`src/rtl/cpu_flag_pkg.sv`:
```
package cpu_flag_pkg;
   localparam int unsigned SR_W   = 8;
   localparam int unsigned POS_IE = 7;
   localparam int unsigned POS_CP = 6;
   localparam int unsigned POS_H  = 5;
   localparam int unsigned POS_S  = 4;
   localparam int unsigned POS_V  = 3;
   localparam int unsigned POS_N  = 2;
   localparam int unsigned POS_Z  = 1;
   localparam int unsigned POS_C  = 0;

   localparam int unsigned ALU_W = 5;
   localparam int unsigned AF_C  = 0;
   localparam int unsigned AF_Z  = 1;
   localparam int unsigned AF_N  = 2;
   localparam int unsigned AF_V  = 3;
   localparam int unsigned AF_H  = 4;

   typedef logic [ALU_W-1:0] alu_vec_t;
endpackage

```
`src/rtl/flag_ie_ctl.sv`:
```
module flag_ie_ctl (
   input  logic clk,
   input  logic rst_n,
   input  logic take_i,
   input  logic wr_i,
   input  logic wr_bit_i,
   input  logic ret_i,
   input  logic set_i,
   input  logic clr_i,
   input  logic req_i,
   output logic req_o,
   output logic ie_o
);
   logic ie_q, ie_d;

   always_comb begin
      ie_d = ie_q;
      if (take_i)              ie_d = 1'b0;
      else if (wr_i)           ie_d = wr_bit_i;
      else if (ret_i || set_i) ie_d = 1'b1;
      else if (clr_i)          ie_d = 1'b0;
   end

   always_ff @(posedge clk or negedge rst_n)
      if (!rst_n) ie_q <= 1'b0;
      else        ie_q <= ie_d;

   assign ie_o  = ie_q;
   assign req_o = req_i & ie_q;

   assert_take_clears_ie_R6: assert property (@(posedge clk) disable iff (!rst_n)
      take_i |=> !ie_o);
   assert_ret_sets_ie_R7: assert property (@(posedge clk) disable iff (!rst_n)
      (ret_i || set_i) && !take_i && !wr_i |=> ie_o);
   assert_clr_drops_ie_R7: assert property (@(posedge clk) disable iff (!rst_n)
      clr_i && !ret_i && !set_i && !wr_i |=> !ie_o);
endmodule

```
`src/rtl/flag_bit_copy.sv`:
```
module flag_bit_copy #(
   parameter int unsigned OPND_W = 8,
   localparam int unsigned SEL_W = $clog2(OPND_W)
) (
   input  logic              clk,
   input  logic              rst_n,
   input  logic              wr_i,
   input  logic              wr_bit_i,
   input  logic              store_i,
   input  logic [SEL_W-1:0]  sel_i,
   input  logic [OPND_W-1:0] opnd_i,
   output logic [OPND_W-1:0] load_o,
   output logic              cp_o
);
   logic cp_q;

   always_ff @(posedge clk or negedge rst_n)
      if (!rst_n)       cp_q <= 1'b0;
      else if (wr_i)    cp_q <= wr_bit_i;
      else if (store_i) cp_q <= opnd_i[sel_i];

   for (genvar b = 0; b < OPND_W; b++) begin : g_load
      assign load_o[b] = (sel_i == SEL_W'(b)) ? cp_q : opnd_i[b];
   end

   assign cp_o = cp_q;

   assert_store_copies_R9: assert property (@(posedge clk) disable iff (!rst_n)
      store_i && !wr_i |=> cp_o == $past(opnd_i[sel_i]));
   assert_write_over_store_R9: assert property (@(posedge clk) disable iff (!rst_n)
      wr_i |=> cp_o == $past(wr_bit_i));
endmodule

```
`src/rtl/flag_alu_merge.sv`:
```
module flag_alu_merge
   import cpu_flag_pkg::*;
(
   input  logic     clk,
   input  logic     rst_n,
   input  logic     wr_i,
   input  alu_vec_t wr_flags_i,
   input  alu_vec_t val_i,
   input  alu_vec_t upd_i,
   output alu_vec_t flags_o
);
   alu_vec_t q;

   for (genvar f = 0; f < ALU_W; f++) begin : g_flag
      always_ff @(posedge clk or negedge rst_n)
         if (!rst_n)        q[f] <= 1'b0;
         else if (wr_i)     q[f] <= wr_flags_i[f];
         else if (upd_i[f]) q[f] <= val_i[f];

      assert_masked_hold_R4: assert property (@(posedge clk) disable iff (!rst_n)
         !wr_i && !upd_i[f] |=> $stable(flags_o[f]));
      assert_masked_load_R4: assert property (@(posedge clk) disable iff (!rst_n)
         !wr_i && upd_i[f] |=> flags_o[f] == $past(val_i[f]));
   end

   assign flags_o = q;

   assert_write_over_alu_R5: assert property (@(posedge clk) disable iff (!rst_n)
      wr_i |=> flags_o == $past(wr_flags_i));
endmodule

```
`src/rtl/cpu_flag_reg.sv`:
```
module cpu_flag_reg
   import cpu_flag_pkg::*;
#(
   parameter int unsigned OPND_W = 8,
   localparam int unsigned SEL_W = $clog2(OPND_W)
) (
   input  logic              clk,
   input  logic              rst_n,
   input  logic [4:0]        alu_val_i,
   input  logic [4:0]        alu_upd_i,
   input  logic              irq_take_i,
   input  logic              ret_irq_i,
   input  logic              ien_set_i,
   input  logic              ien_clr_i,
   input  logic              bit_store_i,
   input  logic [SEL_W-1:0]  bit_sel_i,
   input  logic [OPND_W-1:0] opnd_i,
   output logic [OPND_W-1:0] bld_o,
   input  logic              wr_en_i,
   input  logic [7:0]        wr_data_i,
   input  logic              irq_req_i,
   output logic              irq_req_o,
   output logic [7:0]        sreg_o,
   output logic              flg_ie_o,
   output logic              flg_cp_o,
   output logic              flg_h_o,
   output logic              flg_s_o,
   output logic              flg_v_o,
   output logic              flg_n_o,
   output logic              flg_z_o,
   output logic              flg_c_o
);
   initial begin
      assert (OPND_W >= 2 && (1 << SEL_W) == OPND_W)
         else $error("OPND_W must be a power of two, at least 2");
      assert (ALU_W == 5 && SR_W == 8)
         else $error("flag package widths do not match the status word");
   end

   logic     ie, cp;
   alu_vec_t alu_q, wr_alu;
   logic     unused_wr_sign;

   assign wr_alu[AF_H] = wr_data_i[POS_H];
   assign wr_alu[AF_V] = wr_data_i[POS_V];
   assign wr_alu[AF_N] = wr_data_i[POS_N];
   assign wr_alu[AF_Z] = wr_data_i[POS_Z];
   assign wr_alu[AF_C] = wr_data_i[POS_C];
   assign unused_wr_sign = wr_data_i[POS_S];

   flag_ie_ctl u_ie (
      .clk      (clk),
      .rst_n    (rst_n),
      .take_i   (irq_take_i),
      .wr_i     (wr_en_i),
      .wr_bit_i (wr_data_i[POS_IE]),
      .ret_i    (ret_irq_i),
      .set_i    (ien_set_i),
      .clr_i    (ien_clr_i),
      .req_i    (irq_req_i),
      .req_o    (irq_req_o),
      .ie_o     (ie)
   );

   flag_bit_copy #(.OPND_W(OPND_W)) u_copy (
      .clk      (clk),
      .rst_n    (rst_n),
      .wr_i     (wr_en_i),
      .wr_bit_i (wr_data_i[POS_CP]),
      .store_i  (bit_store_i),
      .sel_i    (bit_sel_i),
      .opnd_i   (opnd_i),
      .load_o   (bld_o),
      .cp_o     (cp)
   );

   flag_alu_merge u_alu (
      .clk        (clk),
      .rst_n      (rst_n),
      .wr_i       (wr_en_i),
      .wr_flags_i (wr_alu),
      .val_i      (alu_val_i),
      .upd_i      (alu_upd_i),
      .flags_o    (alu_q)
   );

   always_comb begin
      sreg_o         = '0;
      sreg_o[POS_IE] = ie;
      sreg_o[POS_CP] = cp;
      sreg_o[POS_H]  = alu_q[AF_H];
      sreg_o[POS_S]  = alu_q[AF_N] ^ alu_q[AF_V];
      sreg_o[POS_V]  = alu_q[AF_V];
      sreg_o[POS_N]  = alu_q[AF_N];
      sreg_o[POS_Z]  = alu_q[AF_Z];
      sreg_o[POS_C]  = alu_q[AF_C];
   end

   assign flg_ie_o = sreg_o[POS_IE];
   assign flg_cp_o = sreg_o[POS_CP];
   assign flg_h_o  = sreg_o[POS_H];
   assign flg_s_o  = sreg_o[POS_S];
   assign flg_v_o  = sreg_o[POS_V];
   assign flg_n_o  = sreg_o[POS_N];
   assign flg_z_o  = sreg_o[POS_Z];
   assign flg_c_o  = sreg_o[POS_C];

   assert_take_keeps_flags_R11: assert property (@(posedge clk) disable iff (!rst_n)
      (irq_take_i || ret_irq_i) && !wr_en_i && !bit_store_i && alu_upd_i == '0
      |=> $stable(sreg_o[6:0]));
   assert_write_loads_ie_R2: assert property (@(posedge clk) disable iff (!rst_n)
      wr_en_i && !irq_take_i |=> flg_ie_o == $past(wr_data_i[POS_IE]));
endmodule

```
`config.mk`:
```
export PLATFORM = sky130hd
export DESIGN_NAME = cpu_flag_reg
export DESIGN_NICKNAME = d
export VERILOG_FILES = /design/src/rtl/cpu_flag_pkg.sv /design/src/rtl/flag_ie_ctl.sv /design/src/rtl/flag_bit_copy.sv /design/src/rtl/flag_alu_merge.sv /design/src/rtl/cpu_flag_reg.sv
export SDC_FILE = /design/constraint.sdc
export NUM_CORES = 1
export LEC_CHECK = 0
export BUFFER_PORTS_ARGS = -buffer_cell sky130_fd_sc_hd__buf_2
export CORE_UTILIZATION = 31
export DETAILED_ROUTE_END_ITERATION = 10
export GPL_TIMING_DRIVEN = 0
export HOLD_SLACK_MARGIN = 0.05
export PLACE_DENSITY = 0.73
export SLEW_MARGIN = 25
export SYNTH_ARGS = -nofsm -noshare
export SYNTH_HDL_FRONTEND = slang
export SYNTH_SLANG_ARGS = --single-unit
```
`constraint.sdc`:
```
create_clock -name clk -period 1 [get_ports clk]
set_input_delay 0.05 -clock clk [delete_from_list [all_inputs] [get_ports clk]]
set_output_delay 0.05 -clock clk [all_outputs]
set_load 0.03 [all_outputs]
```
==> results.tsv, run 1 <==
metric	value	unit
Startpoint Class	register	
Core Rows	15	
measured slew at the worst slew-check pin	0.366	ns
Pre-antenna DRT Iters	3	
die width	47.2	um
Num CTS Buffers	3	
fraction of registers with async set or reset after synthesis	1.00	
largest area contributor in the netlist	dfrtp_1	
Crit-path slowest cell	dfrtp_2	
leakage power	0.000626	uW
CTS H-tree depth	1	
CTS tree	yes	
peak supply drop	0.521	mV
CP arrival	1.16	ns
max_slew headroom	0.756	
Buf+Inv Stages, Crit Path	1	
largest net degree at the start of global routing	12	
worst-case clock buffer depth	2	
Root Buffer	clkbuf_4	
post-route ant nets	0	
full die area	0.00223	mm^2
endpoints failing hold	0	
Post-Synth Simple-Gate Area	0.193	
CTS clk-pin slew, worst paths	0.05	ns
Tmin final	1.21	ns
via density per instance	4.70	
Crit path required time	0.95	ns
clock sinks	7	
crit-path cells	mux2_2 > buf_6	
cell area after synthesis	634	um^2
Synth-to-Final Area Change	99.0	%
DR vias	776	
register area share after synthesis	0.276	
# diodes	0	
period utilization	1.21	
power per cell area	1080	mW/mm^2
CP delay by family, top	flip-flops	
layout cell share with drive strength beyond 1	0.671	
failing checks	setup timing	
Die H	47.2	um
Final WS setup	-0.211	ns
max-cap violation count	0	
EDFF count, synth	0	
Synth Area in Adders	0	
I/O Pins	63	
outcome	finished with violations	
Slew Limit Fails	0	
complex-gate fraction of the synthesized area	0.0888	
starting density of the core	0.348	
Area contributors post-synth	dfrtp_1 28%, mux2_2 14%, buf_4 9.5%	
WL met1	641	um
met3 wire len	199	um
yosys warns	0	
Mapped Nets	106	
cell area after layout	0.00126	mm^2
antenna violations before repair	0	
Top FF cell, synth	dfrtp_1	
first-pass GRT wire length	2.97	mm
mean routed wirelength per cell	12.6	um
Worst setup EP type	output port	
Synth top area share	0.276	
Final Skew	0	ns
Max stage delay on crit path	0.47	ns
global-route usage over all layers	0.195	
total core area	0.00182	mm^2
top layer in use	met4	
Tightest Hold Check Type	in2reg	
flops & latches, synth	7	
routed wl met2	1.23	mm
commonest cells in the netlist	8 x buf_4, 8 x mux2_2, 7 x dfrtp_1, 7 x nand2_1, 6 x o21ai_0	
Final setup viols	16	
Clk Latency, worst-skew pair	0.24	ns
RSZ-0062 raised after global routing	true	
global route overflow	0	
Final nets	179	
Unique masters post-synth	24	
Placed Area	998	um^2
Worst Path Max Fanout	11	
critical path class	reg2out	
Routed WL	2.07	mm
Post-Syn Instances	68	
largest family of logic cells by synthesized area	multiplexers	
pre-CTS setup slack	-0.197	ns
multiplexer share of the synthesized area	0.280	
gpl congestion	0.650	
# DRC	0	
Initial DRC Count	5	
DP Wirelength	1.27	mm
vias in the first global route	755	
XOR/XNOR Fraction of Synth Area	0.0138	
fmax	826	MHz
Avg Cell Area, Syn	9.33	um^2
Port-buffer cells	59	
[layout by cell type (no fill, tap or decap), drive strengths merged]
cell type	instances
buf	71
mux2	9
nand2	7
dlygate4sd3	7
dfrtp	7
o21ai	6
mux2i	5
clkbuf	5
nand3	3
nor2b	3
inv	2
nor3b	2
nor3	2
and2	2
a311oi	2
xor2	1
and2b	1
or3	1
nor2	1
mux4	1
nor4	1
a2111oi	1
[stage by stage]
stage / util / hold slack, ns / TNS (ns) / total power [uW] / cells
2_1_floorplan: - / -0.246 / -0.147 / 744 / 68
3_3_place_gp: 0.548 / -0.113 / -0.368 / 927 / 152
3_5_place_dp: 0.548 / -0.110 / -0.417 / 934 / 152
4_1_cts: 0.683 / 0.0703 / -2.31 / 1340 / 165
5_1_grt: 0.693 / 0.0807 / -2.98 / 1440 / 165
6_report: 0.693 / 0.0752 / -2.24 / 1360 / 165
[power breakdown]
part	switching, uW	internal [uW]
Clock	101	152
Combinational	370	381
Sequential	42.2	313
Total	514	847
[kinds of logic after synthesis]
logic type,count (synthesis)
multiplexers,15
XOR/XNOR,1
buffers and inverters,13
AND/OR/NAND/NOR,23
AO/OA/AOI/OAI,9
flip-flops,7
[state kept, by name (all words and copies together), names as in the netlist]
register	cells
u_copy.cp_o	1
u_ie.ie_o	1
u_alu.flags_o	5
[final timing paths]
kind / startpoint / end / slack, ns / depth (start not counted)
min in group asynchronous: rst_n / u_alu.flags_o[1]$_DFFE_PN0P_ / 0.19 / 2
worst min-delay path: wr_data_i[7] / u_ie.ie_o$_DFFE_PN0P_ / 0.08 / 3
worst max-delay path: u_copy.cp_o$_DFFE_PN0P_ / bld_o[0] / -0.21 / 2
worst max register to register: u_copy.cp_o$_DFFE_PN0P_ / u_copy.cp_o$_DFFE_PN0P_ / -0.04 / 3
worst min register to register: u_alu.flags_o[4]$_DFFE_PN0P_ / u_alu.flags_o[4]$_DFFE_PN0P_ / 0.64 / 2
max in group asynchronous: rst_n / u_ie.ie_o$_DFFE_PN0P_ / 0.63 / 2
[per-layer routing]
layer,track usage,vias up
met3,0.0423,2
li1,-,379
met4,0.0686,0
met1,0.161,346
met2,0.425,49
met5,0,-
[what timing repair did]
item,4_1_cts,5_1_grt
setup endpoints to repair,16,23
hold buffers,7,0
setup buffers,2,1
hold endpoints to repair,13,0
gates resized for setup,41,10
pin swaps,1,1
[worst min-delay path, cell delays in order]
cell	delay (ns)
buf_2	0.09
nor2b_1	0.09
nor3_1	0.05
[layout make-up]
cell class	count	area, um^2
fill	149	558
timing repair buffer	69	517
multi-input combinational	48	407
sequential	7	180
buffer	10	93.8
tap	25	31.3
clock buffer	4	26.3
inverter	2	7.51
Note: power is estimated with default switching activity, not from simulation.
==> run 2, diff against run 1 <==
--- a/config.mk
+++ b/config.mk
@@ -6,11 +6,11 @@
 export NUM_CORES = 1
 export LEC_CHECK = 0
 export BUFFER_PORTS_ARGS = -buffer_cell sky130_fd_sc_hd__buf_2
-export CORE_UTILIZATION = 31
+export CORE_UTILIZATION = 38
 export DETAILED_ROUTE_END_ITERATION = 10
 export GPL_TIMING_DRIVEN = 0
 export HOLD_SLACK_MARGIN = 0.05
-export PLACE_DENSITY = 0.73
+export PLACE_DENSITY = 0.83
 export SLEW_MARGIN = 25
 export SYNTH_ARGS = -nofsm -noshare
 export SYNTH_HDL_FRONTEND = slang
==> constraint.sdc (replaced) <==
create_clock -name clk -period 1.5 [get_ports clk]
set_input_delay 0.075 -clock clk [delete_from_list [all_inputs] [get_ports clk]]
set_output_delay 0.075 -clock clk [all_outputs]
set_load 0.03 [all_outputs]
==> results.tsv, run 2 (synthesis results as in run 1) <==
metric	value	unit
Worst setup EP type	output port	
Final Skew	0	ns
fmax	769	MHz
WHS Path Cells	3	
crit-path cells	mux2_2 > buf_2	
mean routed wirelength per cell	10.6	um
Routed WL	1.60	mm
Slew Limit Fails	0	
Tightest Hold Check Type	in2reg	
RR Endpoint	u_copy.cp_o$_DFFE_PN0P_	
top layer in use	met3	
Flop pwr share	0.295	
critical path class	reg2out	
met3 wire len	140	um
Hold Path End	u_alu.flags_o[2]$_DFFE_PN0P_	
starting density of the core	0.416	
RSZ-0062 raised after global routing	false	
Clk Latency, worst-skew pair	0.24	ns
commonest non-fill, non-tap cell in the layout	buf_2	
pre-CTS setup slack	0.264	ns
Final nets	174	
WL met1	611	um
endpoints failing hold	0	
antenna violations before repair	0	
sw frac	0.395	
outcome	finished, final reports clean	
Worst Setup SP	u_copy.cp_o$_DFFE_PN0P_	
Tmin final	1.30	ns
Int Power	470	uW
die width	42.9	um
power per cell area	764	mW/mm^2
Final setup viols	0	
# diodes	0	
largest net degree at the start of global routing	12	
Num CTS Buffers	3	
Max stage delay on crit path	0.49	ns
leakage power	0.000552	uW
CP arrival	1.23	ns
peak supply drop	0.403	mV
Crit-path slowest cell	dfrtp_1	
vias in the first global route	668	
worst-case clock buffer depth	2	
Gate power share	0.491	
CTS tree	yes	
measured slew at the worst slew-check pin	0.376	ns
Startpoint Class	register	
I/O Pins	63	
# fillers	133	
hold_buf cts	4	
power share of the clock group	0.214	
full die area	0.00184	mm^2
clock sinks	7	
global-route usage over all layers	0.180	
reg2reg setup slack	0.31	ns
Die H	42.9	um
Synth-to-Final Area Change	60.2	%
gpl congestion	0.663	
layout cell share with drive strength beyond 1	0.615	
# DRC	0	
worst reg2reg path depth	3	
first-pass GRT wire length	2.59	mm
Pre-antenna DRT Iters	4	
period utilization	0.867	
max-cap violation count	0	
RR Startpoint	u_copy.cp_o$_DFFE_PN0P_	
max reg flops	5	
Crit path required time	1.42	ns
Final WS setup	0.200	ns
most frequent cells in the layout	59 x buf_2, 8 x mux2_2, 8 x buf_4, 7 x nand2_1, 7 x dfrtp_1	
post-route ant nets	0	
post-CTS setup buffer count	0	
DR vias	730	
Root Buffer	clkbuf_4	
post-cts resize count	0	
CTS clk-pin slew, worst paths	0.05	ns
global route overflow	0	
setup TNS	0	ns
CTS H-tree depth	1	
max_slew headroom	0.743	
Core Rows	14	
via density per instance	4.83	
hold_sp	wr_data_i[2]	
Initial DRC Count	10	
Port-buffer cells	59	
Worst Path Max Fanout	11	
routed wl met2	849	um
DP Wirelength	1.27	mm
Net Sw Power	307	uW
total core area	0.00152	mm^2
==> run 2: cell types whose count changed in the layout (fill, tap and decap cells not counted), sizes merged <==
cell         change
dlygate4sd3      -3
buf              -2
==> run 2: stage by stage <==
step,hold WS (ns),util,instances,power [uW],cell area [um^2]
6_report,0.0507,0.667,151,776,1020
5_1_grt,0.0805,0.667,151,817,1020
4_1_cts,0.0526,0.667,151,782,1020
3_5_place_dp,-0.0857,0.623,143,606,950
3_3_place_gp,-0.0877,0.623,143,598,950
2_1_floorplan,-0.221,-,68,480,634
==> run 2: cell type report <==
class	instances	area [um^2]	area share
multi-input combinational	48	365	0.360
timing repair buffer	63	335	0.330
sequential	7	175	0.172
buffer	11	86.3	0.0850
clock buffer	4	26.3	0.0259
tap	16	20.0	0.0197
inverter	2	7.51	0.00739
==> run 2: worst max path at each step <==
stage	end	slack, ns	cells past startpoint
finish	bld_o[7]	0.20	2
global route	bld_o[6]	0.15	2
CTS	bld_o[7]	0.19	2
detailed placement	bld_o[4]	0.26	5
global placement	bld_o[4]	0.26	5
floorplan	sreg_o[4]	0.05	2
==> run 2: power by group through the flow <==
stage,sequential (uW),combinational (uW),clock [uW]
2_1_floorplan,264,216,0
3_3_place_gp,229,368,0
3_5_place_dp,232,374,0
4_1_cts,229,383,170
5_1_grt,233,409,175
6_report,229,381,166
==> run 2: worst max-delay path, delay by kind of cell, from the launching register on <==
family	cells	cell delay, ns
flip-flops	1	0.49
multiplexers	1	0.31
buffers and inverters	1	0.18
==> run 2: routing by layer <==
metal	GRT usage	vias up
li1	-	369
met1	0.185	317
met2	0.367	44
met3	0.00426	0
met4	0.0750	0
met5	0	-
==> run 3, diff against run 2 <==
--- a/config.mk
+++ b/config.mk
@@ -6,11 +6,14 @@
 export NUM_CORES = 1
 export LEC_CHECK = 0
 export BUFFER_PORTS_ARGS = -buffer_cell sky130_fd_sc_hd__buf_2
-export CORE_UTILIZATION = 38
+export CELL_PAD_IN_SITES_DETAIL_PLACEMENT = 1
+export CELL_PAD_IN_SITES_GLOBAL_PLACEMENT = 2
+export CORE_ASPECT_RATIO = 0.6
+export CORE_UTILIZATION = 18
 export DETAILED_ROUTE_END_ITERATION = 10
 export GPL_TIMING_DRIVEN = 0
 export HOLD_SLACK_MARGIN = 0.05
-export PLACE_DENSITY = 0.83
+export PLACE_DENSITY = 0.81
 export SLEW_MARGIN = 25
 export SYNTH_ARGS = -nofsm -noshare
 export SYNTH_HDL_FRONTEND = slang
==> results.tsv, run 3 (synthesis results as in run 1) <==
metric	value	unit
outcome	finished, final reports clean	
Tmin final	1.28	ns
Clk Latency, worst-skew pair	0.22	ns
worst-case clock buffer depth	2	
Initial DRC Count	6	
# DRC	0	
total core area	0.00330	mm^2
hold_sp	wr_data_i[3]	
routed wl met2	1.23	mm
mean routed wirelength per cell	12.6	um
max-cap violation count	0	
# diodes	0	
full die area	0.00377	mm^2
Slew Limit Fails	0	
vias in the first global route	751	
I/O Pins	63	
Final setup viols	0	
Final WS setup	0.218	ns
gpl congestion	0.673	
WL met1	885	um
commonest non-fill, non-tap cell in the layout	buf_2	
CTS tree	yes	
DR vias	729	
Num CTS Buffers	3	
period utilization	0.855	
global-route usage over all layers	0.124	
Register Area	175	um^2
Worst Path Max Fanout	11	
CTS H-tree depth	1	
leakage power	0.000551	uW
layout cell share with drive strength beyond 1	0.624	
max_slew headroom	0.735	
via density per instance	4.10	
peak supply drop	0.416	mV
Routed WL	2.25	mm
Worst Setup SP	u_copy.cp_o$_DFFE_PN0P_	
post-route ant nets	0	
multi-input logic area	365	um^2
post-CTS setup buffer count	0	
starting density of the core	0.192	
largest net degree at the start of global routing	12	
die width	78.6	um
most frequent cells in the layout	59 x buf_2, 8 x mux2_2, 8 x buf_4, 7 x nand2_1, 7 x dfrtp_1	
Crit path required time	1.42	ns
Synth-to-Final Area Change	65.7	%
Root Buffer	clkbuf_8	
RR Startpoint	u_copy.cp_o$_DFFE_PN0P_	
antenna violations before repair	0	
measured slew at the worst slew-check pin	0.388	ns
# fillers	436	
top layer in use	met4	
Final Skew	0	ns
fmax	780	MHz
CP arrival	1.21	ns
CTS clk-pin slew, worst paths	0.04	ns
Core Rows	16	
first-pass GRT wire length	3.44	mm
Pre-antenna DRT Iters	4	
pre-CTS setup slack	0.239	ns
endpoints failing hold	0	
global route overflow	0	
clock sinks	7	
Worst setup EP type	output port	
DP Wirelength	1.94	mm
Startpoint Class	register	
power per cell area	838	mW/mm^2
max reg flops	5	
Final nets	172	
setup TNS	0	ns
Port-buffer cells	59	
Tightest Hold Check Type	in2reg	
critical path class	reg2out	
met3 wire len	107	um
Die H	48.0	um
RSZ-0062 raised after global routing	false	
[run 3: worst max-delay path, cell delays in order, from the launching register on]
cell and delay, ns:
dfrtp_1 0.48, mux2_2 0.32, buf_2 0.18
[run 3: timing repair]
action | 4_1_cts | 5_1_grt
endpoints found under the hold margin | 8 | 0
hold buffers | 2 | 0
resized for setup | 0 | 0
[run 3: worst paths after layout]
path | slack (ns) | endpoint | cells after the start
setup / recovery | 0.22 | bld_o[0] | 2
hold / removal | 0.06 | u_alu.flags_o[3]$_DFFE_PN0P_ | 3
setup reg to reg | 0.33 | u_copy.cp_o$_DFFE_PN0P_ | 3
hold reg to reg | 0.62 | u_alu.flags_o[0]$_DFFE_PN0P_ | 2
max in group asynchronous | 1.12 | u_ie.ie_o$_DFFE_PN0P_ | 2
min in group asynchronous | 0.22 | u_alu.flags_o[0]$_DFFE_PN0P_ | 2
[run 3: cell type report]
cell class | instances | share of cell area
plain buffers | 11 | 0.0821
repair buffers | 61 | 0.300
multi-input cells | 48 | 0.348
well taps | 45 | 0.0536
flip-flops and latches | 7 | 0.167
inverters | 2 | 0.00714
clock buffers | 4 | 0.0429
[run 3: routing by layer]
layer | track usage | vias to the layer above
li1 | - | 364
met1 | 0.131 | 345
met2 | 0.247 | 18
met3 | 0.0362 | 2
met4 | 0.0444 | 0
met5 | 0 | -
[run 3: where the power goes]
part,switching (uW),internal [uW]
Combinational,230,158
Sequential,23.3,208
Clock,78.5,184
[run 3: metrics by stage]
stage	hold WS (ns)	area, um^2	instances	utilization	total power [uW]
final	0.0597	1050	178	0.318	881
after global routing	0.0773	1050	178	0.318	929
after CTS	0.0588	1050	178	0.318	895
after detailed placement	-0.0793	986	172	0.298	621
after global placement	-0.0812	986	172	0.298	611
after floorplan	-0.221	634	68	-	480
